[config.mk]
export PLATFORM = sky130hd
export DESIGN_NAME = wdt_two_stage
export DESIGN_NICKNAME = d
export VERILOG_FILES = /design/src/rtl/wdt_two_stage.sv
export SDC_FILE = /design/constraint.sdc
export NUM_CORES = 1
export LEC_CHECK = 0
export ABC_CLOCK_PERIOD_IN_PS = 2400
export BUFFER_PORTS_ARGS = -buffer_cell sky130_fd_sc_hd__buf_2
export CORE_AREA = 2 2 72 74
export DETAILED_ROUTE_END_ITERATION = 10
export DIE_AREA = 0 0 74 76
export PLACE_DENSITY = 0.72
export SLEW_MARGIN = 20
export SYNTH_ARGS = -nofsm -noshare
export SYNTH_HDL_FRONTEND = slang
export SYNTH_SLANG_ARGS = --single-unit
[constraint.sdc]
create_clock -name clk -period 2.4 [get_ports clk]
set_input_delay 0.12 -clock clk [delete_from_list [all_inputs] [get_ports clk]]
set_output_delay 0.12 -clock clk [all_outputs]
set_load 0.01 [all_outputs]
[src/rtl/wdt_two_stage.sv]
module wdt_two_stage #(
  parameter int BASE_EXP = 12,
  parameter int GRACE    = 512
) (
  input  logic       clk,
  input  logic       rst_n,
  input  logic [1:0] wd_sel,
  input  logic [1:0] cd_sel,
  input  logic       irq_en,
  input  logic       rst_en,
  input  logic       restart,
  input  logic       flag_clr,
  output logic       wd_irq,
  output logic       wd_flag,
  output logic       wd_rst_req
);
  localparam int SPAN = 12;
  localparam int CW   = BASE_EXP + SPAN;
  localparam int GW   = $clog2(GRACE);

  logic [CW-1:0] cnt;
  logic [GW-1:0] gcnt;
  logic          gact, flag_q, rreq_q;
  logic [4:0]    step;
  logic [CW-1:0] lim_m1;
  logic          expire, g_end;

  assign step   = 5'(wd_sel) * 5'd3 + 5'(cd_sel);
  assign lim_m1 = {CW{1'b1}} >> (5'(SPAN) - step);
  assign expire = !restart && (cnt >= lim_m1);
  assign g_end  = gact && (gcnt == GW'(GRACE - 1));

  always_ff @(posedge clk or negedge rst_n) begin
    if (!rst_n)                 cnt <= '0;
    else if (restart || expire) cnt <= '0;
    else                        cnt <= cnt + 1'b1;
  end

  always_ff @(posedge clk or negedge rst_n) begin
    if (!rst_n)        flag_q <= 1'b0;
    else if (expire)   flag_q <= 1'b1;
    else if (flag_clr) flag_q <= 1'b0;
  end

  always_ff @(posedge clk or negedge rst_n) begin
    if (!rst_n) begin
      gact <= 1'b0;
      gcnt <= '0;
    end else if (restart) begin
      gact <= 1'b0;
    end else if (expire) begin
      gact <= rst_en;
      gcnt <= '0;
    end else if (g_end) begin
      gact <= 1'b0;
    end else if (gact) begin
      gcnt <= gcnt + 1'b1;
    end
  end

  always_ff @(posedge clk or negedge rst_n) begin
    if (!rst_n) rreq_q <= 1'b0;
    else        rreq_q <= !restart && g_end && rst_en;
  end

  assign wd_flag    = flag_q;
  assign wd_irq     = flag_q & irq_en;
  assign wd_rst_req = rreq_q;

  p_pulse_one_r5: assert property (@(posedge clk) disable iff (!rst_n)
    wd_rst_req |=> !wd_rst_req);
  p_restart_cancels_r6: assert property (@(posedge clk) disable iff (!rst_n)
    restart |=> !wd_rst_req);
  p_flag_sticky_r4: assert property (@(posedge clk) disable iff (!rst_n)
    (wd_flag && !flag_clr) |=> wd_flag);
  p_clear_only_r9: assert property (@(posedge clk) disable iff (!rst_n)
    $fell(wd_flag) |-> $past(flag_clr));
  p_no_rise_on_restart_r2: assert property (@(posedge clk) disable iff (!rst_n)
    $rose(wd_flag) |-> !$past(restart));
  p_quiet_when_off_r7: assert property (@(posedge clk) disable iff (!rst_n)
    (!rst_en && !gact) |=> !wd_rst_req);
endmodule

---- Yosys cells after proc, flatten, opt, wreduce, memory -nomap -nowiden ----
Index checks and enable logic that the tools add are counted.
word-level totals
  bits of input ports ..................... 10
  register bits ........................... 36
  word-level logic and storage cells ...... 35
  output and inout bits ................... 3
cells by class
  bitwise gates (word level) .............. 2
  shift operators ......................... 1
  $mul .................................... 1
  reductions and logical operators ........ 10
  $lt $le $gt $ge ......................... 1
  $add $sub $neg .......................... 4
  muxes and demuxes ....................... 9
  eq/ne operators ......................... 2
operators with widths
  cell                                               number
  two-way mux 9 bit                                  3
  adder 24 x 1 -> 24 bit, second input constant      1
  greater-or-equal comparator 24 bit                 1
  two-way mux 24 bit                                 1
  >> shifter 24 x 5 -> 24 bit, first input constant  1
  adder 9 x 1 -> 9 bit, second input constant        1
  equality test 9 bit, second input constant         1
  adder 4 x 2 -> 5 bit                               1
  two-way mux 1 bit                                  5
  subtractor 4 x 5 -> 5 bit, first input constant    1
  logical AND 1 bit                                  4
  multiplier 2 x 2 -> 4 bit, second input constant   1
  nonzero test 2 bit                                 2
  AND reduction 3 bit                                1
  nonzero test 3 bit                                 1
  != test 2 bit, second input constant               1
  AND 1 bit                                          1
  logical NOT 1 bit                                  1
  logical OR 1 bit                                   1
  inverter 1 bit                                     1

---- Depth between registers and ports, before layout ----
  depth in word-level cells ............... 8
  gate-level depth with buffers ........... 18
  gate-level depth less buffers ........... 16

---- Worst setup path after synthesis ----
Ideal clock, no wire load.
  kind .................................... input port to flip-flop
  start ................................... in wd_sel[0]
  end ..................................... reg gcnt[8]
  stages .................................. 17
  buffers on the path ..................... 1
  data required time ...................... 2279 ps
  setup time .............................. 121 ps
  setup slack ............................. -1324 ps
  data arrival time ....................... 3603 ps
  cell sequence ........................... ha_1 ha_1 inv_1 ha_1 inv_1 fa_1 xor2_1 and2_1 clkbuf_1 nand2_1 ha_1 nand4_1 or4_1 a21oi_2 o21ai_2 and3_4 a22o_1
on the way
  cells in the longest elaborated chain, start to end .. 8
  elaborated cells between the ends (all ways) .. 10
  classes of those cells .................. add/sub: 2; mul: 1; order compare: 1; eq/ne: 1; shift: 1; mux: 1; reduce/logical: 3
ends and longest elaborated chain
  element                                                               line  source
  from (decl)                                                           7     input logic [1:0] wd_sel,
  multiplier 2 x 2 -> 4 bit *                                           28    assign step = 5'(wd_sel) * 5'd3 + 5'(cd_sel);
  adder 4 x 2 -> 5 bit *                                                28
  subtractor 4 x 5 -> 5 bit *                                           29    assign lim_m1 = {CW{1'b1}} >> (5'(SPAN) - step);
  >> shifter 24 x 5 -> 24 bit *                                         29
  greater-or-equal comparator 24 bit *                                  30    assign expire = !restart && (cnt >= lim_m1);
  logical AND 1 bit *                                                   30
  != test 2 bit (no line) / nonzero test 2 bit (equally long branches)  n/a
  AND reduction 3 bit (no line)                                         n/a
  to (signal assigned)                                                  57    gcnt <= gcnt + 1'b1;
  to (decl)                                                             22    logic [GW-1:0] gcnt;
Mark *: on every way between the ends. The rest lies on a longest branch, timed or not.
A chain may end at the register's enable or synchronous reset.

---- Worst setup path in the final report ----
  start ................................... in wd_sel[0]
  end ..................................... reg cnt[4]
on the way
  cells in the longest elaborated chain, start to end .. 8
ends and longest elaborated chain
  element                             line  source
  multiplier 2 x 2 -> 4 bit           28
  adder 4 x 2 -> 5 bit                28
  subtractor 4 x 5 -> 5 bit           29
  >> shifter 24 x 5 -> 24 bit         29
  greater-or-equal comparator 24 bit  30
  logical AND 1 bit                   30
  logical OR 1 bit                    35    else if (restart || expire) cnt <= '0;
  two-way mux 24 bit                  35
  to (signal assigned)                36    else cnt <= cnt + 1'b1;
  to (decl)                           21    logic [CW-1:0] cnt;
No other way between the ends.

==> results.md <==
- Top FF cell, synth: dfrtp_1
- CTS buffer count: 5
- Slew HR: 0.4732
- Critical Path Most Common Cell: ha_4
- Flops & latches, synth: 36
- Initial antenna violation count: 0
- Vias per cell: 5.366
- First-pass GRT wire length: 9.377 mm
- Outcome: finished with violations
- Worst Max-Slew Pin Slew: 790.2 ps
- HP Class: in2reg
- Synth area leader: dfrtp_1
- Synth Instances: 281
- Sequential share of the synthesized area: 0.3478
- RSZ-0062 raised after global routing: yes
- H-tree levels: 2
- Final ANT Viol Nets: 0
- # rows: 26
- Count leader, synth: nor2_1
- Max-slew violation count: 0
- CTS tree: built
- Beginning of the worst hold path: flag_clr
- IO buf count: 12
- Commonest cells post-synth: 40 x nor2_1, 36 x dfrtp_1, 33 x ha_1, 22 x nand2_1, 19 x xor2_1
- Root Driver: clkbuf_8
- Maximum clock path buffer count: 2
- N_diodes: 0
- Final Cycle Share: 1.402
- Initial Utilization: 0.5273
- Syn Std Cell Area: 2590 um^2
- # DRC: 0
- FF-to-FF setup slack: 180 ps
- Via count: 2141
- Core Area: 4912 um^2
- Final worst clock skew: 11.38 ps
- Largest net degree at the start of global routing: 37
- Synthesized area per cell: 9.217 um^2
- Max incr delay on CP: 570 ps
- Asr flop ratio synth: 1.000
- Setup violators final: 35
- Synth top area share: 0.3478
- Total GRT Usage: 0.2109
- Die footprint: 5624 um^2
- Reg2Reg Depth: 8
- Crit path max-delay family: adder cells
- Placement Setup Slack: -1361 ps
- Die width: 74 um
- Final GP Congestion: 0.8348
- First drt pass iteration count: 4
- Final Hold Vio Count: 0
- Synth Warn #: 0
- Worst EP required: 2580 ps
- Clock transition at path regs: 70 ps
- Final wirelength: 5.544 mm
- Top area cells in the synthesized netlist: dfrtp_1 35%, ha_1 16%, xor2_1 6.4%, nor2_1 5.8%, nand2_1 3.2%
- Layout cells sized above 1: 0.2979
- CP Launch Type: input pin
- Crit-path cells: buf_6, ha_4, ha_4, inv_2, ha_4, inv_2, fa_2, nor2b_4, and2_4, o21ai_2, ha_1, nand4_1, or4_4, a21oi_4, o21ai_4, nand4b_4, clkbuf_16, nor2_1
- Hold path depth: 2
- Total power per unit cell area: 505.5 nW/um^2
- Finished Layout Cells: 399
- Mapped Nets: 325
- WL/cell: 13.89 um
- Worst-path maximum fanout: 12
- Peak VDD IR: 0.3549 mV
- Skew-Pair Late Insertion Delay: 290 ps
- Worst setup margin: -965.0 ps
- Initial DRC Count: 67
- Overall Power: 1.700 mW
- Post-synthesis to final-layout area growth: 29.81%
- Worst setup EP type: flop
- Post-synth EDFFs: 0
- # clock sinks: 36
- Max_cap viols: 0
- Die Height: 76 um
- Final Net Count: 372
- Slowest-stage cell, CP: or4_4
- Total grt overflow: 0
- Placed Cells: 386
- Worst R2R Start: cnt[17]
- Final worst path period need: 3365 ps
- Worst hold endpoint: wd_flag
- Hold slack final: 14.97 ps
- Fin util: 0.6844
- Violated checks: setup timing
- Max Fclk: 297.2 MHz
- P_leak: 1.524 nW
- Vias in the first global route: 2098
- WP buf/inv: 4
- Reg2reg end: cnt[4]
- Post-DP HPWL: 3.994 mm
- Distinct cells, synth: 45
- CP Data Arrival Time: 3540 ps
- Crit Path Category: in2reg
- Boundary pin count: 13
## per-stage QoR
stage | area (um^2) | setup TNS (ps)
after detailed placement | 3035 | -45450
after global routing | 3362 | -36350
after global placement | 3035 | -44330
after floorplan | 2706 | -31980
final | 3362 | -32330
after CTS | 3209 | -30370
## cell type report
type | count | area [um^2]
Clock inverter | 3 | 42.54
Multi-Input combinational cell | 223 | 1817
Timing Repair Buffer | 46 | 385.4
Clock buffer | 5 | 68.82
Sequential cell | 36 | 900.9
Inverter | 16 | 60.06
Tap cell | 70 | 87.58
Fill cell | 372 | 1550
## report_power, final
group          internal (mW)  switching, mW
clock network          0.307          0.228
logic                  0.256          0.247
registers              0.634         0.0277
## cell usage in the layout, fill, tap and decap left out, types with 4 or more instances in the layout
cell type  instances
ha_1              28
clkbuf_8           5
nor2_2             9
inv_1             14
nor2_1            28
xnor2_1            9
buf_2             10
ha_4               5
buf_6              4
nand2b_1           5
a21oi_1           12
nand3_1           12
o21ai_0            5
dfrtp_1           36
nand4_1           12
nand2_1           22
buf_4             28
xor2_1            18
## timing repair
action | CTS | global route
gates cloned | 0 | 2
endpoints found under the hold margin | 36 | 0
gates resized for setup | 11 | 23
pin swaps | 11 | 2
endpoints found under the setup margin | 35 | 35
hold buffers | 1 | 0
buffers inserted | 1 | 1
## worst max path at each step
stage	from	endpoint	slack [ps]	cells past startpoint
after floorplan	wd_sel[0]	gcnt[8]	-980	16
after global placement	wd_sel[0]	gcnt[1]	-1310	16
after detailed placement	wd_sel[0]	gcnt[1]	-1360	16
after CTS	wd_sel[0]	gcnt[8]	-900	17
after global routing	wd_sel[0]	cnt[19]	-1070	18
final	wd_sel[0]	cnt[4]	-960	18
## cells by family (layout without fill, tap and decap cells)
logic type,count (synthesis),after routing,synth area share
multiplexers,1,1,0.003865
XOR/XNOR,28,28,0.09469
AO/OA/AOI/OAI,44,44,0.1155
adder cells (fa/ha/maj),34,34,0.1672
flip-flops,36,36,0.3478
buffers and inverters,22,70,0.03768
AND/OR/NAND/NOR,116,116,0.2333
## per-layer routing
metal | wire, um | global-route usage | vias up
li1 | - | - | 1085
met1 | 2542 | 0.2817 | 1004
met2 | 2674 | 0.3411 | 38
met3 | 188 | 0.04233 | 14
met4 | 140 | 0.06545 | 0
met5 | 0 | 0 | -
## flip-flops by register name (all words and copies together) (netlist names)
signal and cells:
cnt 24, gact 1, gcnt 9, wd_flag 1, wd_rst_req 1
(Power assumes the default switching activity.)
